`config.mk`:
```
export PLATFORM = sky130hd
export DESIGN_NAME = mc_seq_ctrl
export DESIGN_NICKNAME = d
export VERILOG_FILES = /design/src/rtl/mc_ctrl_pkg.sv /design/src/rtl/mc_next_state.sv /design/src/rtl/mc_out_decode.sv /design/src/rtl/mc_seq_ctrl.sv
export SDC_FILE = /design/constraint.sdc
export NUM_CORES = 1
export LEC_CHECK = 0
export BUFFER_PORTS_ARGS = -buffer_cell sky130_fd_sc_hd__clkbuf_2
export CAP_MARGIN = 20
export CORE_AREA = 5 5 42 44
export DETAILED_ROUTE_END_ITERATION = 10
export DIE_AREA = 0 0 47 49
export PLACE_DENSITY = 0.74
export SLEW_MARGIN = 20
export SYNTH_ARGS = -nofsm -noshare
export SYNTH_HDL_FRONTEND = slang
export SYNTH_SLANG_ARGS = --single-unit
```
`constraint.sdc`:
```
create_clock -name clk_i -period 4.37 [get_ports clk_i]
set_clock_uncertainty 0.1 [all_clocks]
set_input_delay 0.874 -clock clk_i [delete_from_list [all_inputs] [get_ports clk_i]]
set_output_delay 0.874 -clock clk_i [all_outputs]
set_load 0.03 [all_outputs]
```
`src/rtl/mc_ctrl_pkg.sv`:
```
package mc_ctrl_pkg;
  localparam int unsigned OpW = 6;
  localparam int unsigned IrBytes = 4;
  localparam int unsigned StW = 4;

  localparam logic [OpW-1:0] OP_RTYPE = 6'b000000;
  localparam logic [OpW-1:0] OP_LB    = 6'b100000;
  localparam logic [OpW-1:0] OP_SB    = 6'b101000;
  localparam logic [OpW-1:0] OP_BEQ   = 6'b000100;
  localparam logic [OpW-1:0] OP_J     = 6'b000010;
  localparam logic [OpW-1:0] OP_ADDI  = 6'b001000;

  typedef enum logic [StW-1:0] {
    S_FETCH0, S_FETCH1, S_FETCH2, S_FETCH3,
    S_DECODE, S_MADDR, S_LD_RD, S_LD_WB, S_ST_WR,
    S_R_EXEC, S_R_WB, S_BRANCH, S_JUMP, S_I_EXEC, S_I_WB
  } state_e;

  typedef struct packed {
    logic               mem_rd;
    logic               mem_wr;
    logic               addr_sel;
    logic [IrBytes-1:0] ir_wr;
    logic               alu_a_sel;
    logic [1:0]         alu_b_sel;
    logic [1:0]         alu_op;
    logic               pc_wr;
    logic               pc_wr_cond;
    logic [1:0]         pc_src;
    logic               dst_sel;
    logic               wb_sel;
    logic               rf_wr;
  } ctrl_t;
endpackage

```
`src/rtl/mc_next_state.sv`:
```
module mc_next_state
  import mc_ctrl_pkg::*;
(
  input  state_e         state_i,
  input  logic [OpW-1:0] opcode_i,
  output state_e         state_o
);
  always_comb begin
    state_o = S_FETCH0;
    unique case (state_i)
      S_FETCH0: state_o = S_FETCH1;
      S_FETCH1: state_o = S_FETCH2;
      S_FETCH2: state_o = S_FETCH3;
      S_FETCH3: state_o = S_DECODE;
      S_DECODE: begin
        unique case (opcode_i)
          OP_LB, OP_SB: state_o = S_MADDR;
          OP_RTYPE:     state_o = S_R_EXEC;
          OP_BEQ:       state_o = S_BRANCH;
          OP_J:         state_o = S_JUMP;
          OP_ADDI:      state_o = S_I_EXEC;
          default:      state_o = S_FETCH0;
        endcase
      end
      S_MADDR:  state_o = (opcode_i == OP_LB) ? S_LD_RD :
                          (opcode_i == OP_SB) ? S_ST_WR : S_FETCH0;
      S_LD_RD:  state_o = S_LD_WB;
      S_R_EXEC: state_o = S_R_WB;
      S_I_EXEC: state_o = S_I_WB;
      default:  state_o = S_FETCH0;
    endcase
  end
endmodule

```
`src/rtl/mc_out_decode.sv`:
```
module mc_out_decode
  import mc_ctrl_pkg::*;
(
  input  state_e state_i,
  output ctrl_t  ctrl_o
);
  always_comb begin
    ctrl_o = '0;
    unique case (state_i)
      S_FETCH0, S_FETCH1, S_FETCH2, S_FETCH3: begin
        ctrl_o.mem_rd    = 1'b1;
        ctrl_o.pc_wr     = 1'b1;
        ctrl_o.alu_b_sel = 2'b01;
        // byte lane follows fetch index
        ctrl_o.ir_wr     = IrBytes'(1) << (state_i - S_FETCH0);
      end
      S_DECODE: ctrl_o.alu_b_sel = 2'b11;
      S_MADDR, S_I_EXEC: begin
        ctrl_o.alu_a_sel = 1'b1;
        ctrl_o.alu_b_sel = 2'b10;
      end
      S_LD_RD: begin
        ctrl_o.mem_rd   = 1'b1;
        ctrl_o.addr_sel = 1'b1;
      end
      S_LD_WB: begin
        ctrl_o.rf_wr  = 1'b1;
        ctrl_o.wb_sel = 1'b1;
      end
      S_ST_WR: begin
        ctrl_o.mem_wr   = 1'b1;
        ctrl_o.addr_sel = 1'b1;
      end
      S_R_EXEC: begin
        ctrl_o.alu_a_sel = 1'b1;
        ctrl_o.alu_op    = 2'b10;
      end
      S_R_WB: begin
        ctrl_o.rf_wr   = 1'b1;
        ctrl_o.dst_sel = 1'b1;
      end
      S_BRANCH: begin
        ctrl_o.alu_a_sel  = 1'b1;
        ctrl_o.alu_op     = 2'b01;
        ctrl_o.pc_wr_cond = 1'b1;
        ctrl_o.pc_src     = 2'b01;
      end
      S_JUMP: begin
        ctrl_o.pc_wr  = 1'b1;
        ctrl_o.pc_src = 2'b10;
      end
      S_I_WB: ctrl_o.rf_wr = 1'b1;
      default: ctrl_o = '0;
    endcase
  end
endmodule

```
`src/rtl/mc_seq_ctrl.sv`:
```
module mc_seq_ctrl
  import mc_ctrl_pkg::*;
(
  input  logic                clk_i,
  input  logic                rst_ni,
  input  logic [OpW-1:0]      opcode_i,
  output logic                mem_rd_o,
  output logic                mem_wr_o,
  output logic                addr_sel_o,
  output logic [IrBytes-1:0]  ir_wr_o,
  output logic                alu_a_sel_o,
  output logic [1:0]          alu_b_sel_o,
  output logic [1:0]          alu_op_o,
  output logic                pc_wr_o,
  output logic                pc_wr_cond_o,
  output logic [1:0]          pc_src_o,
  output logic                dst_sel_o,
  output logic                wb_sel_o,
  output logic                rf_wr_o
);
  state_e state_q, state_d;
  ctrl_t  ctrl;

  mc_next_state u_nxt (
    .state_i  (state_q),
    .opcode_i (opcode_i),
    .state_o  (state_d)
  );

  mc_out_decode u_dec (
    .state_i (state_q),
    .ctrl_o  (ctrl)
  );

  always_ff @(posedge clk_i or negedge rst_ni) begin
    if (!rst_ni) state_q <= S_FETCH0;
    else         state_q <= state_d;
  end

  assign mem_rd_o     = ctrl.mem_rd;
  assign mem_wr_o     = ctrl.mem_wr;
  assign addr_sel_o   = ctrl.addr_sel;
  assign ir_wr_o      = ctrl.ir_wr;
  assign alu_a_sel_o  = ctrl.alu_a_sel;
  assign alu_b_sel_o  = ctrl.alu_b_sel;
  assign alu_op_o     = ctrl.alu_op;
  assign pc_wr_o      = ctrl.pc_wr;
  assign pc_wr_cond_o = ctrl.pc_wr_cond;
  assign pc_src_o     = ctrl.pc_src;
  assign dst_sel_o    = ctrl.dst_sel;
  assign wb_sel_o     = ctrl.wb_sel;
  assign rf_wr_o      = ctrl.rf_wr;
endmodule

```
Yosys cells after proc, flatten, opt, wreduce, memory -nomap -nowiden
Cells that the tools add are included.

word-level totals
  register bits = 4
  bits in latches = 0
  memory bits (writable) = 0
  memory bits (read-only) = 0
  input bits = 8
  memories = 0

cells by class
  $add $sub $neg = 0
  multipliers = 0
  divide/modulo/power cells = 0
  $lt $le $gt $ge = 0
  equality and inequality tests = 19
  shift-type cells = 1
  multiplexer cells = 17
  bitwise operators = 0
  reduce and logical (&&, ||, !) cells = 10

operator list
  cell                   count
  $pmux W4 S9            1
  $eq A4 B4 Y1 const B   7
  $pmux W4 S5            1
  $eq A4 B3 Y1 const B   4
  $eq A6 B6 Y1 const B   2
  $mux W4                3
  $reduce_or A5 Y1       2
  $mux W1                9
  $eq A4 B2 Y1 const B   2
  $pmux W2 S2            2
  $reduce_or A4 Y1       2
  $eq A6 B2 Y1 const B   1
  $eq A6 B3 Y1 const B   1
  $eq A6 B4 Y1 const B   1
  $logic_not A6 Y1       1
  $pmux W2 S3            1
  $reduce_or A2 Y1       3
  $eq A4 B1 Y1 const B   1
  $logic_not A4 Y1       1
  $shl A1 B4 Y4 const A  1
  $reduce_or A3 Y1       1

Depth between registers and ports, before layout
  depth in word-level cells = 4
  depth in mapped cells = 4
  depth with buffers taken out = 3

Cells and area by module
Synthesis repeated with hierarchy kept, for this count alone.

second synthesis, totals
  cells, all modules = 63
  area total of the unflattened synthesis = 473.0 sq um

by module, submodules not included
  module         instances  cells an instance  area each (sq um)  sequential area each (sq um)
  mc_next_state  1          28                 198.9              0.0
  mc_out_decode  1          31                 173.9              0.0
  mc_seq_ctrl    1          4                  100.1              100.1

Worst setup path before layout
OpenSTA, ideal clock, no wires.

  kind = reg2out
  start = register state_q[0]
  end = output port ir_wr_o[2]
  arrival = 1.563 ns
  path slack = 1.833 ns
  cell stages (with the launch flop) = 2
  path through = dfrtp_1 -> nor4b_1

on the way
  word-level cells in the longest chain between the ends = 3

ends and longest elaborated chain
  element                                     RTL line            text
  start: declaration                          mc_seq_ctrl.sv:21   state_e state_q, state_d;
  start signal: assignment                    mc_seq_ctrl.sv:37   else state_q <= state_d;
  $eq A4 B1 Y1, or another cell as far along  mc_out_decode.sv:9  unique case (state_i)
  $reduce_or A4 Y1                            n/a
  $mux W4 *                                   mc_out_decode.sv:9
  end: declaration                            mc_seq_ctrl.sv:10   output logic [IrBytes-1:0] ir_wr_o,

Every way passes the cells marked *; elsewhere a longest branch is shown, timed or not.

Worst setup path after layout
  start = register state_q[2]
  end = output port rf_wr_o

on the way
  word-level cells in the longest chain between the ends = 3

ends and longest elaborated chain
  element                                              RTL line            text
  $eq A4 B4 Y1 / $eq A4 B3 Y1 (equally long branches)  mc_out_decode.sv:9
  $reduce_or A3 Y1 (no line) *                         n/a
  $mux W1 *                                            mc_out_decode.sv:9
  end: declaration                                     mc_seq_ctrl.sv:19   output logic rf_wr_o

Marked as above.

==> run metrics <==
Synth Area in XOR/XNOR=0%; Largest register FFs=4; Final Hold Vio Count=0; Max stage delay on crit path=approximately 630 ps; clock sink count=4; main combinational cell family by area after synthesis=simple AND/OR/NAND/NOR gates; Hold-fix buffers, CTS=0; startpoint types=flop; largest registers=state_q (4); crit-path leading delay family=flip-flops; pwr dens=594 mW/mm2; die area=0.00230 mm2; #FFs+latches synth=4; buffer and inverter count on the worst path=1; R2R Setup Slk=2870 ps; Biggest register=state_q; cell row count=14; Seq pwr share=25.1%; die height=49 um; synthesized-area fraction occupied by adder cells=1.86%; mux share of post-synthesis cell area=0%; area occupied by multi-input gates=387 um2; Crit path required time=3400 ps; syn_nets=73; Final #Nets=98; Worst Path Max Fanout=17; Port Buffer Count=26; CTS buffer count=3; post-synthesis cell type count=38; sequential cell area fraction in the yosys report=about a fifth; vias in the first global route=463; Iter 0 DRT Violations=10; Max transition margin=about two thirds; LEAKAGE=0.297 nW; drt drc=0; Root Buffer=clkbuf_4; Detail Route Antenna Nets=0; switch share=55.0%; # setup viols final=0; GRT Total Usage=12.3%; CTS tree=done; pin count of the biggest net entering global routing=18; min cycle time layout=2590 ps; slowest cell on the critical path=dfrtp_1; vias=545; Mapped Area=538 um2; reg2reg path depth=3; H-Tree Depth=1; worst-margin pin slew=between 400 and 500 ps; via density per instance=5.24; Worst VDD drop=between 0.0003 and 0.0004 V; filler cell count=147; Setup crit end kind=primary output; Pre-Repair DR Iteration Count=2; # placed instances=101; reg2reg end=state_q[3]; synth warn=0; core area=roughly 0.0014 mm2; Slew Limit Fails=0; Min-Delay Path Class=primary input to async pin; layout cell share with drive strength beyond 1=a little over two fifths; PostCTS Resize Cnt=0; Antenna Cells=0; main flop type after synthesis=dfrtp_1; sw power=0.218 mW; status=complete, no violations; GPL Wtd Cong=0.782; Fin Setup TNS=0 ps; Clk pwr share=11.3%; Worst Path Arrival=around 1600 ps; final period utilization=59.2%; worst r2r src=state_q[0]; Post-synth EDFFs=0; Synth Area in Compound Gates=between 20% and 30%; Reg area=100 um2; initial antenna violation count=0; RSZ-0062 raised after global routing=no; Post-synth ARST share=100%; first-pass GRT wire length=between 2000 and 2500 um; Internal Power=0.178 mW; postcts setup bufs=0; Avg Synthesized Cell Area=8.28 um2; Layout Cells excl Fill=104; Skew-Pair Late Insertion Delay=between 200 and 250 ps; HPWL after DPL=1040 um; Clock Pin Slew Worst Setup and Hold Paths=40 ps; Crit Path Class=flop to primary output; WL/cell=roughly 13 um; commonest non-fill, non-tap cell in the layout=clkbuf_2; max-cap violations=0; maximum clock frequency=0.387 GHz; I/O pin total=27; Post-Synth Simple-Gate Area=43.3%; combinational power share=63.6%; total routed wirelength=1350 um; Die Wd=47 um; Mapped Cells=65; most frequent cells in the layout=26 x clkbuf_2, 7 x nor2_1, 4 x dfrtp_1; Longest Clk Path Bufs=2; initial core utilization=a little under two fifths; Area Overhead vs Synth=24.0%; total gr overflow=0; crit path cell chain=and2b_1, a21oi_1, nor2b_1, clkbuf_2
==> worst reg2reg max path, delay by kind of cell, from the launching register on <==
family	cells	cell delay [ps]
DFF	1	530
AOI/OAI and AO/OA	1	270
and+or+nand+nor	2	510
==> cells in the mapped netlist, types with 2 or more instances <==
library cell / n / area share, %
nor2_1: 7 / 4.9
dfrtp_1: 4 / 19
a21oi_1: 3 / 2.8
buf_4: 3 / 4.2
nand2_1: 3 / 2.1
nand2b_1: 3 / 3.5
nor2b_1: 3 / 3.5
nor3_1: 3 / 2.8
nor3b_1: 3 / 4.2
buf_2: 2 / 1.9
inv_1: 2 / 1.4
o211ai_2: 2 / 4.7
or2b_1: 2 / 2.8
==> layout make-up <==
cell class,instances,area share (%)
inverters,2,1.13
well taps,16,3.00
flip-flops and latches,4,15.0
multi-input cells,53,58.0
repair buffers,26,19.5
clock buffers,3,3.38
==> power groups by stage <==
stage          sequential, mW  clock (mW)  combinational [mW]
2_1_floorplan          0.0677           0               0.235
3_3_place_gp           0.0982           0               0.251
3_5_place_dp            0.100           0               0.255
4_1_cts                 0.100      0.0471               0.256
5_1_grt                 0.107      0.0508               0.270
6_report               0.0994      0.0449               0.252
==> worst max path at each step <==
stage,start,end,slack [ps],cells after the start
after floorplan,state_q[0],ir_wr_o[2],1830,1
after global placement,state_q[3],addr_sel_o,2080,3
after detailed placement,state_q[3],addr_sel_o,2030,3
after CTS,state_q[3],addr_sel_o,1780,3
after global routing,state_q[1],ir_wr_o[2],1650,2
final,state_q[2],rf_wr_o,1780,4
==> logic make-up (layout without fill, tap and decap cells) <==
family | after synthesis | count (layout)
buffers and inverters | 8 | 31
AND/OR/NAND/NOR | 35 | 35
AO/OA/AOI/OAI | 17 | 17
adder cells (fa/ha/maj) | 1 | 1
flip-flops | 4 | 4
==> per-stage QoR <==
stage	worst slack [ps]	utilization [%]	power (mW)	hold WS [ps]	area [um2]
after floorplan	1830	-	0.303	478	538
after global placement	2080	46.0	0.349	582	644
after detailed placement	2030	46.0	0.355	582	644
after CTS	1780	47.6	0.403	331	667
after global routing	1650	47.6	0.428	334	667
final	1780	47.6	0.396	338	667
==> layer usage <==
layer / wire length [um] / up-vias / part of all wire [%] / global-route usage [%]
met5: 0 / - / 0 / 0
met4: 8 / 0 / 0.59 / 5.53
met3: 132 / 2 / 9.8 / 3.32
met2: 593 / 21 / 44 / 18.1
met1: 616 / 238 / 46 / 16.2
li1: - / 284 / - / -
Power figures use the tool's default switching activity.
